**config.mk**
```make
export PLATFORM = sky130hd
export DESIGN_NAME = yc422_formatter
export DESIGN_NICKNAME = d
export VERILOG_FILES = /design/src/rtl/yc_fmt_pkg.sv /design/src/rtl/yc_pixel_stage.sv /design/src/rtl/yc_clamp.sv /design/src/rtl/yc_out_reg.sv /design/src/rtl/yc422_formatter.sv
export SDC_FILE = /design/constraint.sdc
export NUM_CORES = 1
export LEC_CHECK = 0
export CORE_MARGIN = 5
export CORE_UTILIZATION = 56
export CTS_BUF_LIST = sky130_fd_sc_hd__clkbuf_8
export DETAILED_ROUTE_END_ITERATION = 10
export GPL_TIMING_DRIVEN = 0
export PLACE_DENSITY = 0.88
export SLEW_MARGIN = 40
export SYNTH_ARGS = -nofsm -noshare
export SYNTH_HDL_FRONTEND = slang
export SYNTH_SLANG_ARGS = --single-unit
export TNS_END_PERCENT = 20
```
**constraint.sdc**
```tcl
create_clock -name clk_i -period 3.75 [get_ports clk_i]
set_input_delay 1.125 -clock clk_i [delete_from_list [all_inputs] [get_ports clk_i]]
set_output_delay 1.125 -clock clk_i [all_outputs]
set_load 0.02 [all_outputs]
```
**src/rtl/yc_fmt_pkg.sv**
```systemverilog
package yc_fmt_pkg;
  typedef enum logic {SLOT_CHROMA = 1'b0, SLOT_LUMA = 1'b1} slot_e;

  function automatic int unsigned clamp_lo(int unsigned w);
    return 1 << (w - 8);
  endfunction

  function automatic int unsigned clamp_hi(int unsigned w);
    return (1 << w) - 1 - (1 << (w - 8));
  endfunction
endpackage

```
**src/rtl/yc_pixel_stage.sv**
```systemverilog
module yc_pixel_stage #(
  parameter int unsigned W = 8
) (
  input  logic           clk_i,
  input  logic           rst_ni,
  input  logic           stb_i,
  input  logic           active_i,
  input  logic [3*W-1:0] pix_i,
  output logic [W-1:0]   y_o,
  output logic [W-1:0]   c_o,
  output logic           act_o
);
  logic [W-1:0] cb, cr, y, cr_hold_q;
  logic         pair_odd_q;

  assign {y, cb, cr} = pix_i;

  always_ff @(posedge clk_i or negedge rst_ni) begin
    if (!rst_ni) begin
      y_o        <= '0;
      c_o        <= '0;
      act_o      <= 1'b0;
      pair_odd_q <= 1'b0;
      cr_hold_q  <= '0;
    end else if (stb_i) begin
      act_o      <= active_i;
      y_o        <= y;
      pair_odd_q <= active_i ? ~pair_odd_q : 1'b0;
      // even pixel supplies both chroma; odd pixel reuses the held Cr
      if (!pair_odd_q || !active_i) begin
        c_o       <= cb;
        cr_hold_q <= cr;
      end else begin
        c_o <= cr_hold_q;
      end
    end
  end
endmodule

```
**src/rtl/yc_clamp.sv**
```systemverilog
module yc_clamp #(
  parameter int unsigned W = 8
) (
  input  logic [W-1:0] val_i,
  output logic [W-1:0] val_o
);
  import yc_fmt_pkg::*;
  localparam logic [W-1:0] LO = W'(clamp_lo(W));
  localparam logic [W-1:0] HI = W'(clamp_hi(W));

  always_comb begin
    if (val_i < LO)      val_o = LO;
    else if (val_i > HI) val_o = HI;
    else                 val_o = val_i;
  end
endmodule

```
**src/rtl/yc_out_reg.sv**
```systemverilog
module yc_out_reg #(
  parameter int unsigned W = 8
) (
  input  logic           clk_i,
  input  logic           rst_ni,
  input  logic           stb_i,
  input  logic           wide_i,
  input  logic           act_i,
  input  logic [W-1:0]   y_i,
  input  logic [W-1:0]   c_i,
  output logic [2*W-1:0] data_o,
  output logic           active_o
);
  import yc_fmt_pkg::*;
  localparam logic [W-1:0] Y_BLK = W'(16 << (W - 8));
  localparam logic [W-1:0] C_BLK = W'(128 << (W - 8));

  slot_e slot;
  assign slot = stb_i ? SLOT_LUMA : SLOT_CHROMA;

  always_ff @(posedge clk_i or negedge rst_ni) begin
    if (!rst_ni) begin
      data_o   <= {Y_BLK, C_BLK};
      active_o <= 1'b0;
    end else if (wide_i) begin
      if (stb_i) begin
        active_o <= act_i;
        data_o   <= act_i ? {y_i, c_i} : {Y_BLK, C_BLK};
      end
    end else begin
      active_o          <= act_i;
      data_o[2*W-1:W]   <= Y_BLK;
      if (slot == SLOT_LUMA) data_o[W-1:0] <= act_i ? y_i : Y_BLK;
      else                   data_o[W-1:0] <= act_i ? c_i : C_BLK;
    end
  end
endmodule

```
**src/rtl/yc422_formatter.sv**
```systemverilog
module yc422_formatter #(
  parameter int unsigned COMP_W = 8
) (
  input  logic                clk_i,
  input  logic                rst_ni,
  input  logic                wide_i,
  input  logic                stb_i,
  input  logic                active_i,
  input  logic [3*COMP_W-1:0] pix_i,
  output logic [2*COMP_W-1:0] data_o,
  output logic                active_o
);
  localparam int unsigned NCOMP = 2;

  logic [COMP_W-1:0] raw [NCOMP];
  logic [COMP_W-1:0] lim [NCOMP];
  logic              act_s;

  yc_pixel_stage #(.W(COMP_W)) stage_i (
    .clk_i    (clk_i),
    .rst_ni   (rst_ni),
    .stb_i    (stb_i),
    .active_i (active_i),
    .pix_i    (pix_i),
    .y_o      (raw[0]),
    .c_o      (raw[1]),
    .act_o    (act_s)
  );

  for (genvar g = 0; g < NCOMP; g++) begin : g_clamp
    yc_clamp #(.W(COMP_W)) clamp_i (.val_i(raw[g]), .val_o(lim[g]));
  end

  yc_out_reg #(.W(COMP_W)) out_i (
    .clk_i    (clk_i),
    .rst_ni   (rst_ni),
    .stb_i    (stb_i),
    .wide_i   (wide_i),
    .act_i    (act_s),
    .y_i      (lim[0]),
    .c_i      (lim[1]),
    .data_o   (data_o),
    .active_o (active_o)
  );
endmodule

```
==> results, run 1 <==
- The run finished with clean final reports.
- The number of global-route vias before repair is 1,629.
- Hold repair after CTS inserted 0 buffers.
- The maximum fanout along the worst path is 2.
- The initial antenna violation count was 0.
- The later pin in the worst-skew pair is clocked with a latency of slightly below 0.3 ns.
- Summing all multi-input logic gate instances after layout gives 835 µm².
- The cell count after synthesis is roughly 180.
- The number of buffers inserted by post-CTS setup repair is 0.
- The delay of the slowest cell on the worst path is 0.60 ns.
- The critical path goes through clkdlybuf4s50_1.
- The sequential cells in the finished layout cover a total of 0.00108 mm².
- The clock-pin slew reported for the worst setup and hold paths after clock tree synthesis is approximately 0.070 ns.
- The total of cells resized after clock tree synthesis is 0.
- The number of warning messages in the yosys log is 0.
- The worst register-to-register path has a depth of 4.
- The maximum VDD drop is 0.271 mV.
- In the finished design, the share of the clock period the worst path needs comes to 0.680.
- The largest net degree at the start of global routing is 44.
- The top-level port count is 46.
- The total DRC errors in the routed layout is 0.
- The gate family responsible for the most delay along the worst path is buffers and inverters.
- Counting every net in the synthesized netlist gives 211.
- Across the routed clock network, the largest skew measured is between 0.007 and 0.008 ns.
- After filler insertion, the fill cell instance count of the layout stands at ~230.
- For this run the aggregate overflow at the end of global routing stands at 0.
- The total of max-cap violations is 0.
- The detailed-placement wirelength estimate is about 3.3 mm.
- The final estimated routing congestion in global placement is between 0.8 and 0.9.
- Data on the critical path arrives at its endpoint at between 1 and 1.5 ns.
- The most used flip-flop cell after synthesis is sky130_fd_sc_hd__dfrtp_1.
- Together, buffers and inverters on the worst path number 1.
- The starting DRC count in detailed routing is ~140.
- The accumulated negative setup slack is 0 ns.
- The worst setup path is captured at an output pin.
- In this run the deepest clock path goes through 2 buffers.
- The async set-or-reset flop fraction in the synthesized netlist is 1.00.
- The count of TritonRoute iterations in the first routing pass is 4.
- The fraction of final layout cells with drive strength greater than 1 is 0.174.
- The die is around 70 µm tall.
- The path length in cells of the critical path is 1.
- The width of the die is around 70 µm.
- The setup path with the least slack is of type flop to output pin.
- The count of cell types in the netlist is 35.
- The full die area is 0.00490 mm².
- The diode insertion count for antenna repair is 0.
- Setup repair after global routing left no endpoint under its margin.
- The achievable frequency is around 400 MHz.
- The count of endpoints failing hold in the final timing report is 0.
- The number of rows created at floorplan is 21.
- In this run, synthesis produced a sequential element count of 43.
- The portion of the post-synthesis area used by sequential elements is 0.535.
- For this design, the slowest cell found on the critical path is sky130_fd_sc_hd__clkdlybuf4s50_1.
- The cell area power density is approximately 410 mW/mm².
- The CTS buffer count is 5.
- Counting flops with a built-in enable in the synthesized netlist gives 0.
- Dividing the detail-routed via count by the number of cells gives ~5.7.
- The routed design could run at a clock period as short as between 2 and 3 ns.
- The class of the tightest hold or removal check is flop to flop.
- The synthesized netlist occupies a cell area of approximately 0.0020 mm².
- The number of max-slew violations in the final report is 0.
- The core region is between 0.003 and 0.004 mm².
- The global router's overall resource usage is 0.196.
- The final total power is about 1.1 mW.
- The worst slew margin relative to its limit is 0.649.
- The total wirelength of the detailed-routed design is between 4 and 5 mm.
- The port buffer count is 45.
- The first-pass GRT wire length is approximately 7.6 mm.
- The leakage power is 1.16 nW.
- Relative to the synthesized area, the layout overhead comes to 29.6%.
- The number of cells on the worst hold path is 1.
- Dividing the detail-routed wire length by the instance count gives ~17 µm.
- Dividing the synthesized area by the synthesized cell count gives between 10 and 15 µm².
- At the pin with the least slew margin, the transition time is ~0.53 ns.
- The setup-violating endpoint count in the final report is 0.
- Data on the critical path is required at its endpoint by 2.62 ns.
- The number of levels in the clock H-tree is 2.
- The total number of nets in the final design is roughly 260.
- For this configuration, the core starts out at a cell density of 0.590.
- The TritonCTS clock tree is done.
- The clock root buffer is sky130_fd_sc_hd__clkbuf_8.
- The remaining antenna violation count is 0.
- The startpoint class of the critical path is a flop.
- Across all layers, the routed design uses approximately 1,600 vias.
- The tree built by TritonCTS fans out to between 40 and 50 sinks.
Yosys cell counts (4+ instances only):
cell | instances | area share
sky130_fd_sc_hd__inv_1 | 7 | 0.013
sky130_fd_sc_hd__a21oi_1 | 11 | 0.027
sky130_fd_sc_hd__nand2_1 | 20 | 0.037
sky130_fd_sc_hd__o2bb2ai_1 | 5 | 0.022
sky130_fd_sc_hd__a21boi_0 | 6 | 0.022
sky130_fd_sc_hd__o21ai_0 | 7 | 0.017
sky130_fd_sc_hd__mux2_2 | 16 | 0.089
sky130_fd_sc_hd__dfrtp_1 | 41 | 0.51
sky130_fd_sc_hd__buf_2 | 4 | 0.0099
sky130_fd_sc_hd__nand3_1 | 9 | 0.022
sky130_fd_sc_hd__mux2i_1 | 14 | 0.070
sky130_fd_sc_hd__nor2_1 | 10 | 0.019
worst paths after layout:
check / start / endpoint / slack [ns]
max in group asynchronous: rst_ni / out_i.data_o[7]$_DFFE_PN1P_ / 2.57
hold / removal: stage_i.cr_hold_q[5]$_DFFE_PN0P_ / stage_i.cr_hold_q[5]$_DFFE_PN0P_ / 0.51
min in group asynchronous: rst_ni / out_i.data_o[13]$_DFFE_PN0P_ / 0.80
setup reg to reg: stage_i.act_o$_DFFE_PN0P_ / out_i.data_o[0]$_DFFE_PN0P_ / 2.42
hold reg to reg: stage_i.cr_hold_q[5]$_DFFE_PN0P_ / stage_i.cr_hold_q[5]$_DFFE_PN0P_ / 0.51
setup / recovery: out_i.data_o[12]$_DFFE_PN1P_ / data_o[12] / 1.20
report_power, final:
part	total, mW	switching [mW]	internal [mW]
combinational	0.211	0.0989	0.112
clock	0.292	0.146	0.146
sequential	0.558	0.0452	0.513
cell usage in the layout, fill, tap and decap left out:
cell | synthesis | final
sky130_fd_sc_hd__clkdlybuf4s50_1 | 0 | 44
sky130_fd_sc_hd__dfrtp_1 | 41 | 41
sky130_fd_sc_hd__nand2_1 | 20 | 20
sky130_fd_sc_hd__mux2_2 | 16 | 16
sky130_fd_sc_hd__mux2i_1 | 14 | 14
sky130_fd_sc_hd__a21oi_1 | 11 | 11
sky130_fd_sc_hd__nor2_1 | 10 | 10
sky130_fd_sc_hd__nand3_1 | 9 | 9
sky130_fd_sc_hd__inv_1 | 7 | 8
sky130_fd_sc_hd__o21ai_0 | 7 | 7
sky130_fd_sc_hd__clkbuf_8 | 1 | 7
sky130_fd_sc_hd__a21boi_0 | 6 | 6
sky130_fd_sc_hd__o2bb2ai_1 | 5 | 5
sky130_fd_sc_hd__buf_2 | 4 | 4
sky130_fd_sc_hd__buf_6 | 2 | 2
sky130_fd_sc_hd__nand2b_1 | 2 | 2
sky130_fd_sc_hd__buf_4 | 1 | 2
sky130_fd_sc_hd__nand2_2 | 2 | 2
sky130_fd_sc_hd__and3_1 | 2 | 2
sky130_fd_sc_hd__nor2b_1 | 2 | 2
sky130_fd_sc_hd__nand4_1 | 2 | 2
sky130_fd_sc_hd__nor4_1 | 2 | 2
sky130_fd_sc_hd__o21ai_1 | 2 | 2
sky130_fd_sc_hd__dfstp_2 | 2 | 2
sky130_fd_sc_hd__clkbuf_4 | 1 | 1
sky130_fd_sc_hd__inv_2 | 1 | 1
sky130_fd_sc_hd__a221oi_1 | 1 | 1
sky130_fd_sc_hd__nor4_2 | 1 | 1
sky130_fd_sc_hd__o22ai_1 | 1 | 1
sky130_fd_sc_hd__nor3_1 | 1 | 1
sky130_fd_sc_hd__o2bb2a_2 | 1 | 1
sky130_fd_sc_hd__a211o_1 | 1 | 1
sky130_fd_sc_hd__a21oi_4 | 1 | 1
sky130_fd_sc_hd__o32ai_1 | 1 | 1
sky130_fd_sc_hd__and2_1 | 1 | 1
sky130_fd_sc_hd__o221ai_1 | 1 | 1
sky130_fd_sc_hd__clkinv_2 | 0 | 1
metrics by stage:
step / cell area [µm²] / utilization / hold WS, ns / setup slack [ns] / instances
after global routing: 2610 / 0.764 / 0.530 / 1.16 / 281
after detailed placement: 2520 / 0.738 / 0.496 / 1.11 / 273
final: 2610 / 0.764 / 0.510 / 1.20 / 281
after CTS: 2610 / 0.764 / 0.514 / 1.18 / 281
after floorplan: 2010 / - / 0.480 / 1.79 / 182
after global placement: 2520 / 0.738 / 0.487 / 0.487 / 273
state kept, by name, indices dropped and copies added (netlist names):
signal	count
out_i.active_o	1
out_i.data_o	16
stage_i.act_o	1
stage_i.c_o	8
stage_i.cr_hold_q	8
stage_i.pair_odd_q	1
stage_i.y_o	8
kinds of logic (layout without fill, tap and decap cells):
kind of cell / count (synthesis) / in the layout / share of synthesized area
compound gates: 38 / 38 / 0.128
buf+inv: 17 / 70 / 0.0503
flops: 43 / 43 / 0.535
mux: 30 / 30 / 0.159
simple gates: 54 / 54 / 0.127
worst reg2reg max path, cell delays in order (launching register included):
cell and delay [ns]:
sky130_fd_sc_hd__dfrtp_1 0.44, sky130_fd_sc_hd__nand2b_1 0.25, sky130_fd_sc_hd__nor2_1 0.07, sky130_fd_sc_hd__o2bb2a_2 0.24, sky130_fd_sc_hd__a211o_1 0.22
area by class of cell:
class,instances,area share
multi-input combinational,122,0.320
clock inverter,2,0.00335
inverter,8,0.0115
tap,46,0.0220
clock buffer,6,0.0316
buffer,9,0.0273
timing repair buffer,45,0.172
sequential,43,0.413
per-layer routing:
layer	routed length [µm]	track usage	up-vias	share of wire
met5	0	0	-	0
met4	111	0.0872	0	0.024
met3	333	0.0502	13	0.072
met2	2230	0.317	63	0.48
met1	1970	0.248	785	0.42
li1	-	-	745	-
No activity file was read; power rests on OpenSTA's default activity.
==> run 2: changes to the inputs <==
Settings changed: CORE_UTILIZATION 56 to 52, PLACE_DENSITY 0.88 to 0.82.
Clock period 3.75 ns to 2.5 ns, I/O delays scaled along.
==> results, run 2 (synthesis results as in run 1) <==
- The setup slack of the worst register-to-register path is 1.03 ns (-1.39 ns).
- The critical path launch point is out_i.data_o[7]$_DFFE_PN1P_.
- The total number of nets in the final design is 263 (unchanged).
- The critical setup path kind is flop to output pin.
- The initial antenna violation count is 0 (unchanged).
- The worst slew margin relative to its limit is 0.646 (-0.00261).
- The number of levels in the clock H-tree is 2 (unchanged).
- The count of endpoints failing hold in the final timing report is 0 (unchanged).
- The accumulated negative setup slack came to 0 ns (unchanged).
- The top-level port count is 46 (unchanged).
- The detailed-placement wirelength estimate is 3.27 mm (-0.80%).
- The maximum buffer depth of the clock tree is 2 (unchanged).
- The diode insertion count for antenna repair is 0 (unchanged).
- The maximum fanout along the worst path is 2 (unchanged).
- The total number of clock tree sinks is 43 (unchanged).
- Ranked by flip-flop count, first place goes to out_i.data_o.
- The port buffer count came to 45 (unchanged).
- STA classifies the critical path startpoint as a flop.
- The leading cell type in the layout, fill and taps excluded is sky130_fd_sc_hd__clkdlybuf4s50_1.
- The first-pass GRT wire length is 7.53 mm (-0.37%).
- The CTS buffer count was 5 (unchanged).
- The overall die height came to 72.2 µm (+3.2%).
- The destination of the worst register-to-register timing path is out_i.data_o[0]$_DFFE_PN0P_.
- The class of the tightest hold or removal check is input pin to asynchronous set/reset pin.
- The count of TritonRoute iterations in the first routing pass came to 4 (unchanged).
- The starting utilization of the core area is 0.542 (-0.0477).
- The starting DRC count in detailed routing is 101 (-26%).
- The remaining antenna violation count is 0 (unchanged).
- The number of buffers and inverters on the critical path is 1 (unchanged).
- The path length in cells of the critical path came to 1 (unchanged).
- The count of hold-fix buffers inserted at cts is 0 (unchanged).
- The maximum VDD drop is 0.348 mV (+29%).
- The number of global-route vias before repair was 1,550 (-4.8%).
- The smallest hold slack was 0.424 ns (-0.0860 ns).
- The total wirelength of the detailed-routed design is 4.51 mm (-3.1%).
- The number of buffers inserted by post-CTS setup repair is 0 (unchanged).
- The worst register-to-register path begins at stage_i.y_o[7]$_DFFE_PN0P_.
- TritonCTS built the clock tree.
- The number of vias per cell after detailed routing is 5.48 (-4.0%).
- The global router's overall resource usage is 0.190 (-0.00618).
- The length in cells of the worst reg-to-reg path is 4 (unchanged).
- The per-cell routed wire length is 15.9 µm (-3.7%).
- The fraction of final layout cells with drive strength greater than 1 was 0.174 (unchanged).
- Setup repair after global routing left no endpoint under its margin.
- The final estimated routing congestion in global placement is 0.888 (+3.4%).
- The achievable frequency is around 460 MHz.
- For this design, the slowest cell found on the critical path is sky130_fd_sc_hd__clkdlybuf4s50_1.
- The flip-flop count of the largest register, all copies and words added is 16 (unchanged).
- The delay of the slowest cell on the worst path came to 0.59 ns (about the same).
- The placed instance count came to 275 (+0.73%).
- The clock root buffer is sky130_fd_sc_hd__clkbuf_8.
- Broken down by cell family, the worst path's largest delay share belongs to buffers and inverters.
- The slew at the pin closest to its max-slew limit was 0.531 ns (+0.00392 ns).
- The total of max-cap violations is 0 (unchanged).
- The cell area power density was 621 mW/mm² (+53%).
- The final total power came to 1.63 mW (+53%).
- The clock insertion delay at the later pin of the skew report came to 0.30 ns (about the same).
- The clock-pin slew reported for the worst setup and hold paths after clock tree synthesis is 0.08 ns (about the same).
- The sum of overflow across all layers after global routing was 0 (unchanged).
- The non-filler instance count after layout is 283 (+0.71%).
- The total of cells resized after clock tree synthesis is 0 (unchanged).
- The total DRC errors in the routed layout is 0 (unchanged).
- The data arrival time of the worst path was 1.43 ns (about the same).
- The share of the cycle needed by the critical path after routing is 0.872.
- The setup clock skew after layout came to 0.00939 ns (+0.00237 ns).
- The leakage power is 1.16 nW (+0.28%).
- The core area was 0.00372 mm² (+8.8%).
- The count of vias placed by the detailed router is 1,552 (-3.4%).
- The width of the die is 72.2 µm (+3.2%).
- The cell area after layout is 0.00262 mm² (+0.43%).
- The final critical-path required period is roughly 2.2 ns.
- The post-place instance area is 0.00252 mm² (about the same).
- The flow ran to the end, and the final reports show no timing, DRC or antenna violations.
- The setup-violating endpoint count in the final report is 0 (unchanged).
- Walking the worst path, the cells encountered are clkdlybuf4s50_1.
- The number of max-slew violations in the final report is 0 (unchanged).
- Compared with the post-synthesis result, the final layout area differs by 30.2%.
- The full die area is 0.00522 mm² (+6.6%).
- The largest net degree at the start of global routing came to 44 (unchanged).
- The critical path capture point is data_o[7].
- Leaving out fill and tap cells, the most frequent cells in the layout are sky130_fd_sc_hd__clkdlybuf4s50_1, sky130_fd_sc_hd__dfrtp_1, sky130_fd_sc_hd__nand2_1, sky130_fd_sc_hd__mux2_2, sky130_fd_sc_hd__mux2i_1.
- The required time at the worst-slack endpoint is 1.75 ns (-0.87 ns).
- The number of rows created at floorplan came to 22 (+4.8%).
- The worst setup path is captured at an output pin.
-- run 2: changes by cell type in the layout (fill, tap and decap cells not counted), sizes merged --
cell / before / now
clkbuf: 8 / 9
clkinv: 1 / 0
-- run 2: layout make-up --
cell class | instances | area (µm²)
multi-input cells | 122 | 835
well taps | 48 | 60.1
plain buffers | 9 | 71.3
repair buffers | 45 | 448
clock inverters | 1 | 3.75
clock buffers | 7 | 96.3
flip-flops and latches | 43 | 1080
fillers | 302 | 1090
inverters | 8 | 30.0
-- run 2: power breakdown --
part           internal (mW)  switching, mW
registers              0.769         0.0678
clock network          0.248          0.230
logic                  0.168          0.145
-- run 2: routing by layer --
metal  part of all wire  vias to the layer above  global-route usage
li1                   -                      746                   -
met1               0.44                      752               0.253
met2               0.48                       47               0.287
met3              0.054                        7              0.0540
met4              0.019                        0              0.0856
met5                  0                        -                   0
-- run 2: worst min-delay path by stage --
stage	startpoint	end	slack [ns]	cells after the start
5_1_grt	rst_ni	stage_i.y_o[4]$_DFFE_PN0P_	0.46	1
4_1_cts	rst_ni	stage_i.y_o[4]$_DFFE_PN0P_	0.44	1
3_3_place_gp	out_i.data_o[0]$_DFFE_PN0P_	out_i.data_o[0]$_DFFE_PN0P_	0.47	1
3_5_place_dp	out_i.data_o[0]$_DFFE_PN0P_	out_i.data_o[0]$_DFFE_PN0P_	0.48	1
6_report	rst_ni	stage_i.y_o[4]$_DFFE_PN0P_	0.42	1
2_1_floorplan	rst_ni	out_i.active_o$_DFFE_PN0P_	0.45	0
-- run 2: metrics by stage --
step / utilization / worst slack (ns)
after floorplan: - / 0.913
after global placement: 0.679 / -0.414
after detailed placement: 0.679 / 0.225
after CTS: 0.706 / 0.303
after global routing: 0.706 / 0.272
final: 0.706 / 0.321
